[config.mk]
export PLATFORM = sky130hd
export DESIGN_NAME = win_reg_mapper
export DESIGN_NICKNAME = d
export VERILOG_FILES = /design/src/rtl/win_map_pkg.sv /design/src/rtl/wmap_state.sv /design/src/rtl/wmap_port.sv /design/src/rtl/wmap_micro.sv /design/src/rtl/win_reg_mapper.sv
export SDC_FILE = /design/constraint.sdc
export NUM_CORES = 1
export LEC_CHECK = 0
export BUFFER_PORTS_ARGS = -buffer_cell sky130_fd_sc_hd__buf_2
export CORE_MARGIN = 5
export CORE_UTILIZATION = 50
export DETAILED_ROUTE_END_ITERATION = 16
export GPL_ROUTABILITY_DRIVEN = 0
export GPL_TIMING_DRIVEN = 0
export HOLD_SLACK_MARGIN = 0.12
export MAX_ROUTING_LAYER = met4
export PLACE_DENSITY = 0.79
export SETUP_SLACK_MARGIN = 0.3
export SLEW_MARGIN = 10
export SYNTH_ARGS = -nofsm -noshare
export SYNTH_HDL_FRONTEND = slang
export SYNTH_HIERARCHICAL = 1
export SYNTH_SLANG_ARGS = --single-unit
[constraint.sdc]
create_clock -name clk -period 9.68 [get_ports clk]
set_clock_uncertainty 0.1 [all_clocks]
set_input_delay 1.936 -clock clk [delete_from_list [all_inputs] [get_ports clk]]
set_output_delay 1.936 -clock clk [all_outputs]
set_load 0.05 [all_outputs]
[src/rtl/win_map_pkg.sv]
package win_map_pkg;
  // Views of the window ring served by the lookup ports.
  typedef enum logic [1:0] {
    VIEW_CUR = 2'd0,
    VIEW_NXT = 2'd1,
    VIEW_PRV = 2'd2
  } view_e;

  localparam int NUM_VIEWS = 3;
endpackage

[src/rtl/wmap_state.sv]
module wmap_state #(
  parameter int NUM_WIN = 8,
  parameter int NUM_GL  = 4,
  parameter int WDATA_W = 8,
  localparam int CWP_W  = $clog2(NUM_WIN),
  localparam int GL_W   = $clog2(NUM_GL)
) (
  input  logic               clk,
  input  logic               rst,
  input  logic               cwp_we,
  input  logic [WDATA_W-1:0] cwp_wdata,
  input  logic               gl_we,
  input  logic [GL_W-1:0]    gl_wdata,
  output logic [CWP_W-1:0]   cwp_q,
  output logic [CWP_W-1:0]   cwp_dn_q,
  output logic [CWP_W-1:0]   cwp_up_q,
  output logic [GL_W-1:0]    gl_q
);
  localparam logic [WDATA_W-1:0] WIN_LIMIT = WDATA_W'(NUM_WIN);
  localparam logic [CWP_W-1:0]   LAST_WIN  = CWP_W'(NUM_WIN - 1);

  logic [CWP_W-1:0] cwp_sat;
  logic [CWP_W-1:0] cwp_dn_d;
  logic [CWP_W-1:0] cwp_up_d;

  // Clamp the written pointer, then precompute its neighbours so the
  // lookup path never carries the wrap logic.
  always_comb begin
    if (cwp_wdata >= WIN_LIMIT) cwp_sat = LAST_WIN;
    else                        cwp_sat = cwp_wdata[CWP_W-1:0];
    cwp_dn_d = (cwp_sat == '0)       ? LAST_WIN : cwp_sat - 1'b1;
    cwp_up_d = (cwp_sat == LAST_WIN) ? '0       : cwp_sat + 1'b1;
  end

  always_ff @(posedge clk) begin
    if (rst) begin
      cwp_q    <= '0;
      cwp_dn_q <= LAST_WIN;
      cwp_up_q <= CWP_W'(1);
    end else if (cwp_we) begin
      cwp_q    <= cwp_sat;
      cwp_dn_q <= cwp_dn_d;
      cwp_up_q <= cwp_up_d;
    end
  end

  always_ff @(posedge clk) begin
    if (rst)        gl_q <= '0;
    else if (gl_we) gl_q <= gl_wdata;
  end

  AST_RESET_ZERO: assert property (@(posedge clk)
    rst |=> (cwp_q == '0 && gl_q == '0));

  AST_CWP_CLAMP: assert property (@(posedge clk) disable iff (rst)
    (cwp_we && cwp_wdata >= WIN_LIMIT) |=> (cwp_q == LAST_WIN));

  AST_STATE_HOLD: assert property (@(posedge clk) disable iff (rst)
    (!cwp_we && !gl_we && !$past(rst)) |=> ($stable(cwp_q) && $stable(gl_q)));
endmodule

[src/rtl/wmap_port.sv]
module wmap_port #(
  parameter int NUM_WIN      = 8,
  parameter int WIN_REGS     = 16,
  parameter int GLB_PER_BANK = 8,
  parameter int NUM_GL       = 4,
  parameter int NUM_MICRO    = 8,
  parameter int ARCH_W       = 5,
  localparam int CWP_W   = $clog2(NUM_WIN),
  localparam int GL_W    = $clog2(NUM_GL),
  localparam int TOT_GLB = NUM_GL * GLB_PER_BANK,
  localparam int TOT_WIN = NUM_WIN * WIN_REGS,
  localparam int PHYS_W  = $clog2(TOT_GLB + TOT_WIN + NUM_MICRO),
  localparam int SUM_W   = $clog2(2 * TOT_WIN) + 1
) (
  input  logic [ARCH_W-1:0] arch_idx,
  input  logic [CWP_W-1:0]  win_ptr,
  input  logic [GL_W-1:0]   gl,
  output logic [PHYS_W-1:0] phys_idx
);
  localparam logic [ARCH_W-1:0] FIRST_WIN = ARCH_W'(GLB_PER_BANK);
  localparam logic [SUM_W-1:0]  RING      = SUM_W'(TOT_WIN);
  localparam logic [SUM_W-1:0]  STRIDE    = SUM_W'(WIN_REGS);
  localparam logic [PHYS_W-1:0] WIN_BASE  = PHYS_W'(TOT_GLB);
  localparam logic [PHYS_W-1:0] BANK_SZ   = PHYS_W'(GLB_PER_BANK);

  logic              is_glb;
  logic [PHYS_W-1:0] glb_phys;
  logic [SUM_W-1:0]  win_off;
  logic [SUM_W-1:0]  rot;
  logic [SUM_W-1:0]  ring_sum;
  logic [SUM_W-1:0]  ring_pos;

  assign is_glb = (arch_idx < FIRST_WIN);

  // Global bank: index 0 is the hardwired zero, the rest shift by level.
  always_comb begin
    if (arch_idx == '0) glb_phys = '0;
    else glb_phys = PHYS_W'(arch_idx) + PHYS_W'(gl) * BANK_SZ;
  end

  // Windowed: rotate by the pointer inside a ring of TOT_WIN entries.
  // Adding the ring size first keeps the intermediate non-negative.
  always_comb begin
    win_off  = SUM_W'(arch_idx - FIRST_WIN);
    rot      = SUM_W'(win_ptr) * STRIDE;
    ring_sum = win_off + RING - rot;
    ring_pos = (ring_sum >= RING) ? ring_sum - RING : ring_sum;
  end

  assign phys_idx = is_glb ? glb_phys : WIN_BASE + PHYS_W'(ring_pos);
endmodule

[src/rtl/wmap_micro.sv]
module wmap_micro #(
  parameter int NUM_WIN      = 8,
  parameter int WIN_REGS     = 16,
  parameter int GLB_PER_BANK = 8,
  parameter int NUM_GL       = 4,
  parameter int NUM_MICRO    = 8,
  localparam int MIC_W   = $clog2(NUM_MICRO),
  localparam int PHYS_W  = $clog2(NUM_GL * GLB_PER_BANK + NUM_WIN * WIN_REGS + NUM_MICRO)
) (
  input  logic [MIC_W-1:0]  mic_idx,
  output logic [PHYS_W-1:0] mic_phys
);
  localparam logic [PHYS_W-1:0] MIC_BASE =
    PHYS_W'(NUM_GL * GLB_PER_BANK + NUM_WIN * WIN_REGS);

  assign mic_phys = MIC_BASE + PHYS_W'(mic_idx);
endmodule

[src/rtl/win_reg_mapper.sv]
module win_reg_mapper #(
  parameter int NUM_WIN      = 8,
  parameter int WIN_REGS     = 16,
  parameter int GLB_PER_BANK = 8,
  parameter int NUM_GL       = 4,
  parameter int NUM_MICRO    = 8,
  parameter int ARCH_W       = 5,
  parameter int WDATA_W      = 8,
  localparam int CWP_W   = $clog2(NUM_WIN),
  localparam int GL_W    = $clog2(NUM_GL),
  localparam int MIC_W   = $clog2(NUM_MICRO),
  localparam int TOT_GLB = NUM_GL * GLB_PER_BANK,
  localparam int TOT_WIN = NUM_WIN * WIN_REGS,
  localparam int PHYS_W  = $clog2(TOT_GLB + TOT_WIN + NUM_MICRO)
) (
  input  logic               clk,
  input  logic               rst,
  input  logic               cwp_we,
  input  logic [WDATA_W-1:0] cwp_wdata,
  input  logic               gl_we,
  input  logic [GL_W-1:0]    gl_wdata,
  input  logic [ARCH_W-1:0]  cur_arch,
  input  logic [ARCH_W-1:0]  nxt_arch,
  input  logic [ARCH_W-1:0]  prv_arch,
  input  logic [MIC_W-1:0]   mic_idx,
  output logic [PHYS_W-1:0]  cur_phys,
  output logic [PHYS_W-1:0]  nxt_phys,
  output logic [PHYS_W-1:0]  prv_phys,
  output logic [PHYS_W-1:0]  mic_phys
);
  import win_map_pkg::*;

  logic [CWP_W-1:0]  cwp_q, cwp_dn_q, cwp_up_q;
  logic [GL_W-1:0]   gl_q;
  logic [ARCH_W-1:0] arch_v [NUM_VIEWS];
  logic [PHYS_W-1:0] phys_v [NUM_VIEWS];

  wmap_state #(
    .NUM_WIN(NUM_WIN), .NUM_GL(NUM_GL), .WDATA_W(WDATA_W)
  ) u_state (
    .clk(clk), .rst(rst),
    .cwp_we(cwp_we), .cwp_wdata(cwp_wdata),
    .gl_we(gl_we), .gl_wdata(gl_wdata),
    .cwp_q(cwp_q), .cwp_dn_q(cwp_dn_q), .cwp_up_q(cwp_up_q), .gl_q(gl_q)
  );

  assign arch_v[VIEW_CUR] = cur_arch;
  assign arch_v[VIEW_NXT] = nxt_arch;
  assign arch_v[VIEW_PRV] = prv_arch;

  for (genvar v = 0; v < NUM_VIEWS; v++) begin : g_view
    logic [CWP_W-1:0] ptr;
    if (v == int'(VIEW_CUR)) begin : g_cur
      assign ptr = cwp_q;
    end else if (v == int'(VIEW_NXT)) begin : g_nxt
      assign ptr = cwp_dn_q;
    end else begin : g_prv
      assign ptr = cwp_up_q;
    end
    wmap_port #(
      .NUM_WIN(NUM_WIN), .WIN_REGS(WIN_REGS), .GLB_PER_BANK(GLB_PER_BANK),
      .NUM_GL(NUM_GL), .NUM_MICRO(NUM_MICRO), .ARCH_W(ARCH_W)
    ) u_port (
      .arch_idx(arch_v[v]), .win_ptr(ptr), .gl(gl_q), .phys_idx(phys_v[v])
    );
  end

  assign cur_phys = phys_v[VIEW_CUR];
  assign nxt_phys = phys_v[VIEW_NXT];
  assign prv_phys = phys_v[VIEW_PRV];

  wmap_micro #(
    .NUM_WIN(NUM_WIN), .WIN_REGS(WIN_REGS), .GLB_PER_BANK(GLB_PER_BANK),
    .NUM_GL(NUM_GL), .NUM_MICRO(NUM_MICRO)
  ) u_micro (
    .mic_idx(mic_idx), .mic_phys(mic_phys)
  );

  localparam logic [ARCH_W-1:0] FIRST_WIN = ARCH_W'(GLB_PER_BANK);
  localparam logic [ARCH_W-1:0] OVL_SHIFT = ARCH_W'(WIN_REGS);
  localparam logic [PHYS_W-1:0] WIN_LO    = PHYS_W'(TOT_GLB);
  localparam logic [PHYS_W-1:0] MIC_LO    = PHYS_W'(TOT_GLB + TOT_WIN);

  AST_ZERO_GLOBAL: assert property (@(posedge clk) disable iff (rst)
    (cur_arch == '0 || nxt_arch == '0) |->
      ((cur_arch != '0 || cur_phys == '0) && (nxt_arch != '0 || nxt_phys == '0)));

  AST_SHARED_BANK: assert property (@(posedge clk) disable iff (rst)
    (cur_arch == nxt_arch && cur_arch < FIRST_WIN) |-> (cur_phys == nxt_phys));

  AST_WIN_RANGE: assert property (@(posedge clk) disable iff (rst)
    (cur_arch >= FIRST_WIN) |-> (cur_phys >= WIN_LO && cur_phys < MIC_LO));

  AST_WIN_OVERLAP: assert property (@(posedge clk) disable iff (rst)
    (cur_arch >= FIRST_WIN && cur_arch < FIRST_WIN + FIRST_WIN &&
     prv_arch == cur_arch + OVL_SHIFT) |-> (prv_phys == cur_phys));

  AST_MICRO_ABOVE: assert property (@(posedge clk) disable iff (rst)
    (mic_phys >= MIC_LO));
endmodule

# Yosys cells after proc, flatten, opt, wreduce, memory -nomap -nowiden
# Index checks and enable logic that the tools add are counted.
# classes
n_addsub	21
order_cmp	7
eq_ne	1
n_mux	12
n_reduce_logical	4
# ops
op	count
8-bit two-way mux	9
9-bit by 8-bit adder with 9-bit output, second input constant	3
9-bit by 8-bit >= comparator with 1-bit output, second input constant	3
9-bit by 7-bit subtractor with 9-bit output	3
6-bit by 8-bit adder with 8-bit output, first input constant	3
8-bit subtractor, second input constant	3
5-bit by 5-bit adder with 6-bit output	3
5-bit by 4-bit subtractor with 6-bit output, second input constant	3
5-bit zero test	3
5-bit by 4-bit < comparator with 1-bit output, second input constant	3
3-bit two-way mux	3
8-bit by 3-bit adder with 8-bit output, first input constant	1
8-bit by 4-bit >= comparator with 1-bit output, second input constant	1
3-bit by 1-bit adder with 3-bit output, second input constant	1
3-bit equality test, second input constant	1
3-bit zero test	1
3-bit by 1-bit subtractor with 3-bit output, second input constant	1
# totals
regBits	11
in_bits	32
out_inout_bits	32

# Logic depth before layout (Yosys ltp)
# depth
word_depth	7
depth_mapped	12

# Cells and area by module
# Netlist, hierarchy kept.
# by_module_without_submodules
mod	instances	cells_each	area_per_inst_um2
wmap_port (g_view[1].u_port ...)	2	61	478.0
wmap_port (g_view[0].u_port)	1	62	476.7
wmap_state	1	53	462.9
wmap_micro	1	10	67.6

# Worst setup path after synthesis
# Ideal clock, no wire load.
# synth_timing
path_type	input-to-output
start	input port prv_arch[3]
end	output port prv_phys[6]
arrival_ns	4.375
t_required_ns	7.644
path_slack_ns	3.269
stages	11
n_path_buf	0
path_cell_list	inv_1 -> ha_1 -> inv_1 -> ha_1 -> ha_1 -> o21ai_1 -> a21oi_4 -> or4_1 -> nand3_1 -> ha_1 -> nor2b_1
# synth_between
elab_chain_len	7
word_cells_on_any_way	9
cone_classes	5 x add/sub; 2 x order compare; 2 x mux
# synth_lines
element	line	rtl
from (decl)	win_reg_mapper.sv:24	input logic [ARCH_W-1:0] prv_arch,
5-bit by 4-bit subtractor with 6-bit output	wmap_port.sv:44	win_off = SUM_W'(arch_idx - FIRST_WIN);
9-bit by 8-bit adder with 9-bit output	wmap_port.sv:46	ring_sum = win_off + RING - rot;
9-bit by 7-bit subtractor with 9-bit output	wmap_port.sv:46	
8-bit subtractor / 9-bit by 8-bit >= comparator with 1-bit output (equally long branches)	wmap_port.sv:47	ring_pos = (ring_sum >= RING) ? ring_sum - RING : ring_sum;
8-bit two-way mux	wmap_port.sv:47	
6-bit by 8-bit adder with 8-bit output	wmap_port.sv:50	assign phys_idx = is_glb ? glb_phys : WIN_BASE + PHYS_W'(ring_pos);
8-bit two-way mux *	wmap_port.sv:50	
to (decl)	win_reg_mapper.sv:28	output logic [PHYS_W-1:0] prv_phys,
# Mark *: on every way between the ends. The rest lies on a longest branch, timed or not.

# Worst setup path in the final report
# layout_timing
start	input port prv_arch[3]
end	output port prv_phys[7]
# The elaborated chain is that of the path after synthesis.

==> impl_metrics.toml <==
[outcome]
status = "finished, final reports clean"

[die]
dieWidth_um = 72.7
fp-row-count = 22
die_y_um = 72.7
initial_utilization_pct = 52.4
dieArea_mm2 = 0.00528
core_mm2 = 0.00374
num_io_pins = 64

[global_routing]
grt_remaining_overflow = 0
grt_start_max_net_pins = 11
grt_pass1_wl_um = 7170
track_usage_pct = 16.6
antenna_found_initial = 0
grt_pass1_vias = 1719

[drt]
wl_um = 4150
drcViolationCount = 0
routedWlPerCell_um = 11.6
drt_iter0_markers = 67
vias_per_cell = 5.13
firstDrtPassIters = 4
ant_nets = 0
vias = 1825

[place]
place_ws_ns = 3.19
dp_hpwl_um = 3630
io_buffer_count = 54
placed_area_mm2 = 0.00230

[clock_network]
cts.sink_count = 10
clk_path_buf_depth = 2
cts_buffers = 3
clk_latency_ns = 0.24
clkTransAtPathRegs_ns = 0.05
cts-root-buf = "clkbuf_8"
holdBufCountCts = 0
cts_setup_buffers = 0
cts_tree = "yes"
htree_levels = 1
cts_resized = 0

[critical_path]
cp_slowest_cell = "or4_1"
startpoint_type = "input port"
max_stage_delay_ns = 0.41
regToRegStartpoint = "u_state/cwp_up_q[2]"
cpMostUsedCell = "ha_1"
worstPathCellList = "buf_2, inv_1, ha_1, inv_1, ha_1, ha_1, o21ai_1, a21oi_4, or4_1, nand3_1, ha_1, nor2_1, mux2_4, buf_2"
path_class = "in2out"
cp.arrival_ns = 4.45
required_ns = 7.64
crit_buf_inv = 4
cp_top_family = "adder cells"
path_max_fanout = 4
cp-end-kind = "primary output"
cp-startpoint = "prv_arch[3]"

[synthesis]
synth_area_leaders = "ha_1 (27%), dfxtp_1 (10%), inv_1 (7.5%), buf_4 (3.4%), nor2_1 (3.3%)"
ys_warn_count = 6
synth_common_cells = "ha_1 (43), inv_1 (39), nor2_1 (17), dfxtp_1 (10)"
seq_area_frac_synth_pct = 10.2
synthesis.area_mm2 = 0.00196
synth_top_area_share_pct = 27.4
synthArstFlopShare_pct = 0
synth_enable_flop_cells = 0
synth_flop_cell = "dfxtp_1"
yosysTopAreaCell = "ha_1"
avgSynthCellArea_um2 = 7.95
ys_seq_elements = 10
yosysUniqueCellTypes = 47
synth_cells = 247
yosysMostFrequentCell = "ha_1"

[finish]
utilization_pct = 63.0
drive_gt1_share_pct = 27.3
areaGrowthSynthToFinish_pct = 20.2
design_area_mm2 = 0.00236
antenna_cells = 0
final_nets = 387
fill_cells = 368

[timing]
worst_slack_ns = 3.20
fin_crit_ns = 6.48
rsz0062_at_grt = "no"
final-max-slew-violation-count = 0
fin_crit_sh_pct = 67.0
final_hold_viol_count = 0
setup_viol = 0
max_freq_ghz = 0.154
tns_ns = 0

[worst_hold_path]
hp-class = "reg2reg"
hold_start = "u_state/cwp_up_q[1]"

[power_and_ir_drop]
irDropWorstVdd_mv = 0.0693
power_w = 0.000321
leakagePower_nw = 1.24
powerDensity_mw_per_mm2 = 136

[flow_run]
maxCapViolCount = 0
[metrics by stage]
stage	hold slack [ns]	instances
floorplan	0.332	250
global placement	0.343	352
detailed placement	0.348	352
CTS	0.356	356
global route	0.385	356
finish	0.352	356
[routing by layer]
metal | GRT usage, % | wire, um
met1 | 22.3 | 1940
met5 | - | 0
met4 | 3.07 | 17
met2 | 27.1 | 1970
met3 | 1.65 | 215
[cell type report]
class                           count  area [um^2]  area share, %
Clock buffer                        4         55.1           2.33
Sequential cell                    10          200           8.48
Tap cell                           48         60.1           2.55
Multi-Input combinational cell    184         1520           64.3
Inverter                           39          146           6.20
Timing Repair Buffer               54          270           11.5
Buffer                             17          111           4.72
[final timing paths]
kind                              end  slack, ns  depth (start not counted)
setup / recovery          prv_phys[7]       3.20                         14
hold / removal    u_state/cwp_up_q[1]       0.35                          2
hold reg to reg   u_state/cwp_up_q[1]       0.35                          2
setup reg to reg  u_state/cwp_up_q[2]       8.84                          2
[where the power goes]
part	internal (W)	leakage [nW]	total, W	switching [W]
clock	0.0000359	0.0288	0.0000536	0.0000178
sequential	0.0000433	0.0826	0.0000448	0.00000153
combinational	0.0000708	1.12	0.000222	0.000152
total	0.000150	1.24	0.000321	0.000171
[cells by family (layout without fill, tap and decap cells)]
| group | count (synthesis) | after routing | share of synthesized area [%] |
|---|---|---|---|
| AOI/OAI and AO/OA | 51 | 51 | 19.8 |
| xor gates and xnor gates | 7 | 7 | 3.12 |
| adders and majority gates | 46 | 46 | 30.5 |
| buffers and inverters | 56 | 114 | 13.1 |
| DFF | 10 | 10 | 10.2 |
| muxes | 5 | 5 | 3.31 |
| other | 2 | 5 | 0.383 |
| and+or+nand+nor | 70 | 70 | 19.6 |
[flip-flops by register name (all words and copies together) (netlist names)]
register	flops
u_state/gl_q	2
u_state/cwp_dn_q	2
u_state/cwp_up_q	3
u_state/cwp_q	3
[tightest hold or removal path: cells and delay by family (launching register included)]
kind / cells / cell delay [ns]
DFF: 1 / 0.31
and+or+nand+nor: 1 / 0.05
AOI/OAI and AO/OA: 1 / 0.05
[layout by cell type (no fill, tap or decap), types with 2 or more instances in the layout]
master         synthesis  final
buf_2                  1     55
ha_1                  43     43
inv_1                 39     39
nor2_1                17     17
dfxtp_1               10     10
nand2_1                9      9
buf_4                  9      9
o21ai_0                7      7
nor3_1                 7      7
xor2_1                 7      7
nor2b_1                7      7
a21oi_1                6      6
o22ai_1                6      6
a211oi_1               6      6
nand2b_1               5      5
clkbuf_1               5      5
conb_1                 2      5
clkbuf_8               0      4
or4_1                  4      4
nand3_1                4      4
o21ai_1                4      4
o211ai_1               3      3
o32ai_1                3      3
a221oi_1               3      3
and3_1                 3      3
mux2_4                 3      3
fa_1                   3      3
a21oi_2                2      2
or2_4                  2      2
a21oi_4                2      2
dlygate4sd3_1          2      2
and2b_1                2      2
o311ai_2               2      2
or2_2                  2      2
a211o_1                2      2
mux2i_1                2      2
or3_1                  2      2
Note: power is estimated with default switching activity, not from simulation.
